File: src/rtl/herr_pkg.sv
package herr_pkg;
    localparam int MID_W = 2;
    localparam logic [MID_W-1:0] MID_NONE = '1;

    typedef struct packed {
        logic             vld;
        logic [MID_W-1:0] mid;
    } herr_attr_t;
endpackage

File: src/rtl/herr_capture.sv
module herr_capture
    import herr_pkg::*;
#(
    parameter int NSRC = 8
) (
    input  logic                 clk,
    input  logic                 rst_n,
    input  logic [NSRC-1:0]      evt,
    input  logic [NSRC-1:0]      clr,
    input  logic [MID_W-1:0]     mid,
    input  logic                 mid_vld,
    output logic [NSRC-1:0]      status,
    output herr_attr_t           attr
);
    typedef struct packed {
        logic [NSRC-1:0] status;
        herr_attr_t      attr;
    } cap_t;

    cap_t st_d, st_q;

    always_comb begin
        st_d = st_q;
        // set wins over clear
        st_d.status = (st_q.status & ~clr) | evt;
        if (st_q.status == '0 && evt != '0) begin
            st_d.attr.vld = mid_vld;
            st_d.attr.mid = mid;
        end
    end

    always_ff @(posedge clk) begin
        if (!rst_n) st_q <= '0;
        else        st_q <= st_d;
    end

    assign status = st_q.status;
    assign attr   = st_q.attr;
endmodule

File: src/rtl/herr_steer.sv
module herr_steer
    import herr_pkg::*;
#(
    parameter int NSRC = 8,
    parameter int NCPU = 3
) (
    input  logic                 clk,
    input  logic                 rst_n,
    input  logic [NSRC-1:0]      status,
    input  logic [NSRC-1:0]      mc_en,
    input  logic [NSRC-1:0]      irq_en,
    input  logic                 glb_en,
    input  logic [MID_W-1:0]     dflt,
    input  herr_attr_t           attr,
    output logic [NCPU-1:0]      mchk,
    output logic                 irq
);
    typedef struct packed {
        logic [NCPU-1:0] mchk;
    } steer_t;

    steer_t st_d, st_q;
    logic [MID_W-1:0] tgt;
    logic             fire;

    always_comb begin
        if (attr.vld && attr.mid != MID_NONE) tgt = attr.mid;
        else                                  tgt = dflt;
        fire = glb_en && ((status & mc_en) != '0);
        st_d = '0;
        for (int c = 0; c < NCPU; c++) begin
            st_d.mchk[c] = fire && (tgt == MID_W'(c));
        end
    end

    always_ff @(posedge clk) begin
        if (!rst_n) st_q <= '0;
        else        st_q <= st_d;
    end

    assign mchk = st_q.mchk;
    assign irq  = (status & irq_en) != '0;
endmodule

File: src/rtl/herr_router.sv
module herr_router
    import herr_pkg::*;
#(
    parameter int NSRC = 8
) (
    input  logic             clk,
    input  logic             rst_n,
    input  logic             cfg_we,
    input  logic [1:0]       cfg_addr,
    input  logic [31:0]      cfg_wdata,
    output logic [31:0]      cfg_rdata,
    input  logic [NSRC-1:0]  err_evt,
    input  logic [1:0]       err_mid,
    input  logic             err_mid_vld,
    output logic [2:0]       mchk_o,
    output logic             irq_o
);
    localparam int NCPU = (2 ** MID_W) - 1;

    typedef struct packed {
        logic [NSRC-1:0]  mc_en;
        logic [NSRC-1:0]  irq_en;
        logic             glb;
        logic [MID_W-1:0] dflt;
    } cfg_t;

    cfg_t             cfg_d, cfg_q;
    logic [NSRC-1:0]  clr_w;
    logic [NSRC-1:0]  stat_w;
    herr_attr_t       attr_w;
    logic             glb_w;

    always_comb begin
        cfg_d = cfg_q;
        clr_w = '0;
        if (cfg_we) begin
            unique case (cfg_addr)
                2'd0: clr_w        = cfg_wdata[NSRC-1:0];
                2'd1: cfg_d.mc_en  = cfg_wdata[NSRC-1:0];
                2'd2: cfg_d.irq_en = cfg_wdata[NSRC-1:0];
                default: begin
                    cfg_d.glb  = cfg_wdata[0];
                    cfg_d.dflt = cfg_wdata[2:1];
                end
            endcase
        end
    end

    always_ff @(posedge clk) begin
        if (!rst_n) cfg_q <= '0;
        else        cfg_q <= cfg_d;
    end

    assign glb_w = cfg_q.glb;

    always_comb begin
        cfg_rdata = '0;
        unique case (cfg_addr)
            2'd0: cfg_rdata[NSRC-1:0] = stat_w;
            2'd1: cfg_rdata[NSRC-1:0] = cfg_q.mc_en;
            2'd2: cfg_rdata[NSRC-1:0] = cfg_q.irq_en;
            default: begin
                cfg_rdata[0]   = cfg_q.glb;
                cfg_rdata[2:1] = cfg_q.dflt;
                cfg_rdata[3]   = attr_w.vld;
                cfg_rdata[5:4] = attr_w.mid;
            end
        endcase
    end

    herr_capture #(.NSRC(NSRC)) u_cap (
        .clk     (clk),
        .rst_n   (rst_n),
        .evt     (err_evt),
        .clr     (clr_w),
        .mid     (err_mid),
        .mid_vld (err_mid_vld),
        .status  (stat_w),
        .attr    (attr_w)
    );

    herr_steer #(.NSRC(NSRC), .NCPU(NCPU)) u_steer (
        .clk    (clk),
        .rst_n  (rst_n),
        .status (stat_w),
        .mc_en  (cfg_q.mc_en),
        .irq_en (cfg_q.irq_en),
        .glb_en (cfg_q.glb),
        .dflt   (cfg_q.dflt),
        .attr   (attr_w),
        .mchk   (mchk_o),
        .irq    (irq_o)
    );
endmodule

File: config.mk
export PLATFORM = sky130hd
export DESIGN_NAME = herr_router
export DESIGN_NICKNAME = d
export VERILOG_FILES = /design/src/rtl/herr_pkg.sv /design/src/rtl/herr_capture.sv /design/src/rtl/herr_steer.sv /design/src/rtl/herr_router.sv
export SDC_FILE = /design/constraint.sdc
export NUM_CORES = 1
export LEC_CHECK = 0
export BUFFER_PORTS_ARGS = -buffer_cell sky130_fd_sc_hd__buf_2
export CORE_UTILIZATION = 44
export DETAILED_ROUTE_END_ITERATION = 10
export PLACE_DENSITY = 0.73
export SETUP_SLACK_MARGIN = 0.2
export SYNTH_ARGS = -nofsm -noshare
export SYNTH_HDL_FRONTEND = slang
export SYNTH_SLANG_ARGS = --single-unit
File: constraint.sdc
create_clock -name clk -period 2.35 [get_ports clk]
set_input_delay 0.235 -clock clk [delete_from_list [all_inputs] [get_ports clk]]
set_output_delay 0.235 -clock clk [all_outputs]
set_load 0.05 [all_outputs]
==> Yosys cells after proc, flatten, opt, wreduce, memory -nomap -nowiden <==
Cells that the tools add are included.
{ "totals": {"register_bits": 33} }
{ "op_classes": {"n_mux": 5, "reduce_logical": 16, "n_eq_ne": 5, "bitwise_logic": 6} }
{ "ops": {"columns": ["cell", "n"], "rows": [
  ["bitwise AND 8 bit", 3],
  ["nonzero test 8 bit", 3],
  ["one-hot mux 6 bit (3 select lines)", 1],
  ["2-to-1 mux 8 bit", 2],
  ["zero test 8 bit", 1],
  ["inverter 8 bit", 1],
  ["bitwise OR 8 bit", 1],
  ["logical AND 1 bit", 6],
  ["one-hot mux 2 bit (3 select lines)", 1],
  ["AND reduction 2 bit", 3],
  ["equality test 2 x 1 -> 1 bit, second input constant", 2],
  ["equality test 2 bit, second input constant", 2],
  ["zero test 2 bit", 2],
  ["OR reduction 3 bit", 1],
  ["2-to-1 mux 2 bit", 1],
  ["inequality test 2 bit, second input constant", 1],
  ["inverter 1 bit", 1]
]} }

==> Depth between registers and ports, before layout <==
Gate-level depths: netlist of run 1.
{ "logic_depth": {"depth_word": 6, "ltp_mapped": 4, "depth_no_buf": 3} }

==> Hierarchy <==
Synthesis of run 1 repeated with hierarchy kept, for this count alone.
{ "hier_totals": {"cells_unflattened": 186, "area_unflattened_um2": 1844.3} }
{ "modules_own_cells": {"columns": ["module", "cells_per_inst", "area_each_um2", "instances"], "rows": [
  ["herr_router", 120, 1206.2, 1],
  ["herr_capture", 42, 430.4, 1],
  ["herr_steer", 24, 207.7, 1]
]} }

==> Least setup slack after synthesis of run 1 <==
Ideal clock, no wire load.
{ "synth_path": {"path_type": "input to output", "from": "input cfg_addr[0]", "to": "output cfg_rdata[7]", "required_time_ns": 2.115, "slack_ns": 0.502, "path_stages": 3, "arrival_time_ns": 1.613, "cell_sequence": "buf_4 mux2i_1 o21ai_0"} }
{ "synth_via": {"elab_chain_cells": 2} }
{ "synth_lines": {"columns": ["item", "line", "source"], "rows": [
  ["start, declared", "herr_router.sv:9", "input logic [1:0] cfg_addr,"],
  ["equality test 2 bit (tied with other cells)", "herr_router.sv:58", "unique case (cfg_addr)"],
  ["one-hot mux 2 bit (3 select lines) (*)", "herr_router.sv:58", null],
  ["end, declared", "herr_router.sv:11", "output logic [31:0] cfg_rdata,"]
]} }
Mark *: on every way between the ends. The rest lies on a longest branch, timed or not.

==> Worst setup path after layout of run 1 <==
{ "layout_path": {"from": "input cfg_addr[1]", "to": "output cfg_rdata[6]"} }
Same word-level chain as after synthesis.

==> summary.md, run 1 <==
| Metric | Value |
|---|---|
| Outcome | `complete, no violations` |
| Grt met2 use | `29.9%` |
| Final Cycle Share | `68.7%` |
| Top FF cell, synth | `dfxtp_1` |
| CTS sink count | `33` |
| Netlist cell types | `27` |
| FF-to-FF path depth | `3` |
| GRT Total Usage | `19.8%` |
| Tmin final | `1620 ps` |
| CP Capture Type | `output port` |
| CTS tree | `yes` |
| Fin. Hold Viols | `0` |
| Synth top cells by count | `dfxtp_1 (33), buf_4 (25), a21boi_0 (17), nand2_1 (17), mux2i_1 (16)` |
| Filler Cell Count | `369` |
| DRT Pass-1 Iters | `4` |
| Crit-path max FO | `13` |
| Clk_lat worst skew | `290 ps` |
| Post-DP Area | `1880 µm²` |
| Met1 GRT Util | `25.3%` |
| Core area | `3740 µm²` |
| Area added between synthesis and finish | `12.7%` |
| M3 GR Usage | `7.12%` |
| # IOs | `84` |
| Top cell type's share of synthesized area | `37.6%` |
| Overall Power | `1.34 mW` |
| Startpoint Class | `primary input` |
| Min-Delay Path Depth | `2` |
| Finished Cell Area | `1980 µm²` |
| Die width | `65.2 µm` |
| Wirelength, routed | `3810 µm` |
| Hold Crit Class | `in -> reg` |
| Worst EP arrival | `1380 ps` |
| I/O Buffers | `35` |
| Ys async rst share | `0%` |
| MaxCap Viol Count | `0` |
| Worst Tran Pin Value | `644 ps` |
| R2R setup slack | `1150 ps` |
| #FFs+latches synth | `33` |
| Die height | `65.2 µm` |
| GP Congestion | `0.867` |
| Reg2Reg Launch Point | `u_cap.status[6]` |
| DIE AREA | `4250 µm²` |
| HP Start | `err_evt[5]` |
| First-pass GRT wire length | `6100 µm` |
| Most common cell in the synthesized netlist | `dfxtp_1` |
| Clk slew on worst S/H paths | `70 ps` |
| Hold EP | `u_cap.status[5]` |
| Pwr/cell area | `677 nW/µm²` |
| Mapped Area | `1760 µm²` |
| Sequential area share after synthesis | `37.6%` |
| Largest area contributor in the netlist | `dfxtp_1` |
| Cell Rows | `22` |
| Vias in the first global route | `1228` |
| Setup Buffers After CTS | `0` |
| Slew Viols, Final | `0` |
| Antenna Nets Post-Route | `0` |
| Total CTS buffers | `5` |
| Clock Root Buffer | `clkbuf_8` |
| CTS hold repair buffers | `0` |
| Worst Clk Skew | `3.79 ps` |
| Layout cells sized above 1 | `25.0%` |
| Lkg Pwr | `0.884 nW` |
| Vias per cell | `5.18` |
| Post-synth EDFFs | `0` |
| Initial Utilization | `47.0%` |
| Setup Viol. Count Final | `0` |
| Largest net degree at the start of global routing | `30` |
| Maximum root-to-sink buffer count | `2` |
| CTS H-tree lvls | `2` |
| Fin util | `52.9%` |
| DRC | `0` |
| Via count | `1368` |
| # nets final | `263` |
| RSZ-0062 raised after global routing | `false` |
| Critical path class | `in -> out` |
| Slew headroom | `56.9%` |
| Worst vdd ir | `0.399 mV` |
| Ranking of synthesized cells by area | `dfxtp_1 (38%), buf_4 (11%), mux2i_1 (9.1%)` |
| YS warnings | `0` |
| Worst R2R End | `u_cap.attr[0]` |
| Initial antenna violation count | `0` |
| Most Used Layer, Global Route | `met2` |
| Avg Inst Size Synth | `9.77 µm²` |
| Number of DRC markers in iteration 0 | `47` |
| Highest Clock Rate | `619 MHz` |
| TNS Setup | `0 ps` |
| Post-DP HPWL | `2790 µm` |
| Synth Instances | `180` |
| WP data required | `2120 ps` |
| Ant. Diodes | `0` |
| Grt ovf | `0` |
| Post-cts sizing count | `0` |
| DR WL/cell | `14.4 µm` |
==> how the worst max path moves through the flow <==
stage                start  slack [ps]           end
2_1_floorplan  cfg_addr[0]         500  cfg_rdata[7]
3_3_place_gp   cfg_addr[1]         750  cfg_rdata[6]
3_5_place_dp   cfg_addr[1]         740  cfg_rdata[6]
4_1_cts           cfg_q[1]         730  cfg_rdata[2]
5_1_grt        cfg_addr[1]         670  cfg_rdata[6]
6_report       cfg_addr[1]         730  cfg_rdata[6]
==> per-stage QoR <==
| step | cells | setup WS [ps] | hold WS [ps] |
|---|---|---|---|
| floorplan | 203 | 502 | 359 |
| global placement | 256 | 752 | 461 |
| detailed placement | 256 | 740 | 461 |
| CTS | 264 | 733 | 152 |
| global route | 264 | 671 | 162 |
| finish | 264 | 735 | 159 |
==> flip-flops by register name (all words and copies together), names as in the netlist <==
name	cells
cfg_q	18
u_cap.status	8
u_cap.attr	3
u_steer.mchk	3
glb_w	1
==> kinds of logic (layout without fill, tap and decap cells) <==
family	after synthesis	in the layout	synth area share (%)
flops	33	33	37.6
compound gates	40	40	17.2
mux	22	22	16.8
buf+inv	32	45	12.2
other cells	1	24	0.213
simple gates	52	52	16.0
==> final cells by class <==
type                       instances  area, µm²  share of cell area (%)
clock buffer                       7       96.3                    4.86
clock inverter                     1       5.00                   0.253
multi-input combinational        138        970                    48.9
sequential                        33        661                    33.3
tap                               48       60.1                    3.03
timing repair buffer              37        190                    9.60
==> critical path, cell delays in order <==
cell and delay, ps:
buf_2 240, nor2b_1 410, nand2_1 90, o21ai_0 100, buf_2 300
==> power breakdown <==
part	total (mW)	switching (mW)	leakage (nW)	internal, mW
clock	0.478	0.213	0.0542	0.265
sequential	0.607	0.0256	0.270	0.582
combinational	0.257	0.184	0.560	0.0730
==> layer usage <==
metal	wire [µm]	up-vias
li1	-	670
met1	1720	640
met5	0	-
met4	66	0
met3	294	6
met2	1730	52
==> layout by cell type (no fill, tap or decap), drive strengths merged <==
| master | instances |
|---|---|
| nand3 | 9 |
| nand2b | 2 |
| a211oi | 1 |
| o21a | 8 |
| conb | 24 |
| o32a | 1 |
| o211ai | 1 |
| a22oi | 8 |
| mux4 | 6 |
| or4 | 2 |
| nor3b | 1 |
| o21ai | 3 |
| nor2b | 14 |
| nand4 | 1 |
| dfxtp | 33 |
| clkinv | 1 |
| nor2 | 2 |
| mux2i | 16 |
| a41o | 1 |
| a21boi | 17 |
| nand3b | 2 |
| buf | 37 |
| nand2 | 17 |
| nor4 | 2 |
| clkbuf | 7 |
(Power assumes the default switching activity.)
==> run 2: changes to the inputs <==
==> constraint.sdc (replaced) <==
create_clock -name clk -period 1.7 [get_ports clk]
set_input_delay 0.17 -clock clk [delete_from_list [all_inputs] [get_ports clk]]
set_output_delay 0.17 -clock clk [all_outputs]
set_load 0.05 [all_outputs]
==> run 2 against run 1 <==
  * Power is 39% higher
  * Clock skew rose by 3.0 ps
  * Setup slack got worse by 510 ps
  * Combinational power is 46% higher
  * Clock power up 36%
  * Global-route usage down 0.74 points
  * Critical path depth decreased by 3
  * Sequential power rose by 39%
  * Count of clock-buffer cells in the layout did not move
  * Critical path type is now reg -> out
==> summary.md, run 2 (synthesis gave the netlist of run 1 again) <==
| Metric | Value |
|---|---|
| Post-DP Area | `1900 µm² (+1.2%)` |
| I/O Buffers | `35 (unchanged)` |
| Vias per cell | `5.18 (about the same)` |
| Filler Cell Count | `361 (-2.2%)` |
| Layout cells sized above 1 | `30.1% (+5.1 points)` |
| MaxCap Viol Count | `0 (unchanged)` |
| Wirelength, routed | `3860 µm (+1.4%)` |
| Overall Power | `1.87 mW (+39%)` |
| Worst R2R End | `u_cap.attr[1]` |
| First-pass GRT wire length | `6000 µm (-1.7%)` |
| Critical path class | `reg -> out` |
| Clk slew on worst S/H paths | `70 ps (about the same)` |
| Via count | `1383 (+1.1%)` |
| Initial Utilization | `47.0% (unchanged)` |
| GRT Total Usage | `19.0% (-0.74 points)` |
| Area occupied by registers | `672 µm² (+1.7%)` |
| Die height | `65.2 µm (unchanged)` |
| Grt ovf | `0 (unchanged)` |
| Antenna Nets Post-Route | `0 (unchanged)` |
| Post-DP HPWL | `2880 µm (+3.1%)` |
| Fin. Hold Viols | `0 (unchanged)` |
| HP Start | `err_evt[3]` |
| Combinational fraction of design power | `20.1% (+0.9 points)` |
| Final Cycle Share | `86.9%` |
| Maximum root-to-sink buffer count | `2 (unchanged)` |
| FF-to-FF path depth | `3 (unchanged)` |
| RSZ-0062 raised after global routing | `true` |
| Seq pwr share | `45.2% (about the same)` |
| Die width | `65.2 µm (unchanged)` |
| Clock Root Buffer | `clkbuf_8` |
| Tmin final | `1480 ps` |
| Most frequent cells in the layout | `buf_2 (29), conb_1 (24), dfxtp_1 (24)` |
| Vias in the first global route | `1192 (-2.9%)` |
| CP delay by family, top | `multiplexers` |
| Clock power frac | `34.8% (-0.8 points)` |
| Fin cells | `267 (+1.1%)` |
| Crit-path max FO | `5 (-8)` |
| Critical-path cell list | `mux4_2 > buf_4` |
| Reg2Reg Launch Point | `u_cap.status[6]` |
| # IOs | `84 (unchanged)` |
| CTS hold repair buffers | `0 (unchanged)` |
| Outcome | `complete, no violations` |
| Cell Rows | `22 (unchanged)` |
| Core area | `3740 µm² (unchanged)` |
| Initial antenna violation count | `0 (unchanged)` |
| DRC | `0 (unchanged)` |
| CTS tree | `yes` |
| Lkg Pwr | `0.905 nW (+2.3%)` |
| Clk_lat worst skew | `290 ps (about the same)` |
| Hold Crit Class | `in -> reg` |
| DR WL/cell | `14.5 µm (+0.30%)` |
| Total CTS buffers | `5 (unchanged)` |
| DP Cell Count | `259 (+1.2%)` |
| Top reg by flops | `cfg_q` |
| Number of DRC markers in iteration 0 | `58 (+23%)` |
| Hold EP | `u_cap.status[3]` |
| Worst hold margin | `112 ps (-47.0 ps)` |
| CP bufs+invs | `1 (-1)` |
| Net Sw Frac | `31.0% (-0.47 points)` |
| Setup Viol. Count Final | `0 (unchanged)` |
| Largest register FFs | `18 (unchanged)` |
| Ant. Diodes | `0 (unchanged)` |
| Highest Clock Rate | `677 MHz` |
| DRT Pass-1 Iters | `4 (unchanged)` |
| Worst EP arrival | `1310 ps (-70 ps)` |
| Startpoint Class | `flip-flop` |
| R2R setup slack | `490 ps (-660 ps)` |
| GP Congestion | `0.845 (-2.5%)` |
| # nets final | `266 (+1.1%)` |
| Min-Delay Path Depth | `2 (unchanged)` |
| Worst setup startpoint | `u_cap.attr[2]` |
| Finished Cell Area | `2050 µm² (+3.2%)` |
| WP data required | `1530 ps (-590 ps)` |
| Slew Viols, Final | `0 (unchanged)` |
| Pwr/cell area | `912 nW/µm² (+35%)` |
| Psw | `0.580 mW (+37%)` |
| Worst vdd ir | `0.467 mV (+17%)` |
| Commonest non-fill, non-tap cell in the layout | `buf_2` |
| Setup Buffers After CTS | `0 (unchanged)` |
| Multi-input gate area | `970 µm² (unchanged)` |
| Worst Clk Skew | `6.82 ps (+3.03 ps)` |
| CTS sink count | `33 (unchanged)` |
| TNS Setup | `0 ps (unchanged)` |
| Largest net degree at the start of global routing | `19 (-37%)` |
| Slowest cell on crit path | `mux4_2` |
| CP max stage delay | `470 ps (+60 ps)` |
| Internal power | `1.29 mW (+40%)` |
| DIE AREA | `4250 µm² (unchanged)` |
| Area added between synthesis and finish | `16.3%` |
| CTS H-tree lvls | `2 (unchanged)` |
| CP Capture Type | `output port` |
[run 2: cell type report]
cell class	instances	share of cell area (%)
sequential	33	32.8
timing repair buffer	40	11.9
tap	48	2.94
clock inverter	1	0.245
multi-input combinational	138	47.4
clock buffer	7	4.71
[run 2: layer usage]
layer	track usage [%]	vias up	part of all wire (%)
li1	-	674	-
met4	4.89	0	0.34
met3	5.56	2	6.2
met2	29.9	51	46
met1	25.4	656	47
met5	0	-	0
[run 2: worst register-to-register path: cells and delay by family, from the launching register on]
kind	cells	cell delay, ps
muxes	1	160
AOI/OAI and AO/OA	1	240
DFF	1	350
and+or+nand+nor	1	350
[run 2: power by group through the flow]
stage / Combinational (mW) / Clock (mW) / Sequential (mW)
after floorplan: 0.330 / 0 / 0.843
after global placement: 0.360 / 0 / 0.855
after detailed placement: 0.363 / 0 / 0.857
after CTS: 0.374 / 0.662 / 0.839
after global routing: 0.395 / 0.699 / 0.847
final: 0.374 / 0.649 / 0.843
[run 2: repair_timing]
item	in CTS	in global routing
gates resized for setup	10	9
pin swaps	0	0
setup endpoints to repair	6	6
[run 2: worst max path at each step]
stage	to	slack, ps	cells past startpoint
floorplan	cfg_rdata[7]	360	3
global placement	cfg_rdata[0]	250	3
detailed placement	cfg_rdata[5]	250	3
CTS	cfg_rdata[3]	200	2
global route	cfg_rdata[3]	190	2
finish	cfg_rdata[3]	220	2
[run 2: per-stage QoR]
step	setup WS [ps]	util, %
2_1_floorplan	360	-
3_3_place_gp	250	50.8
3_5_place_dp	247	50.8
4_1_cts	205	54.3
5_1_grt	191	54.6
6_report	222	54.6
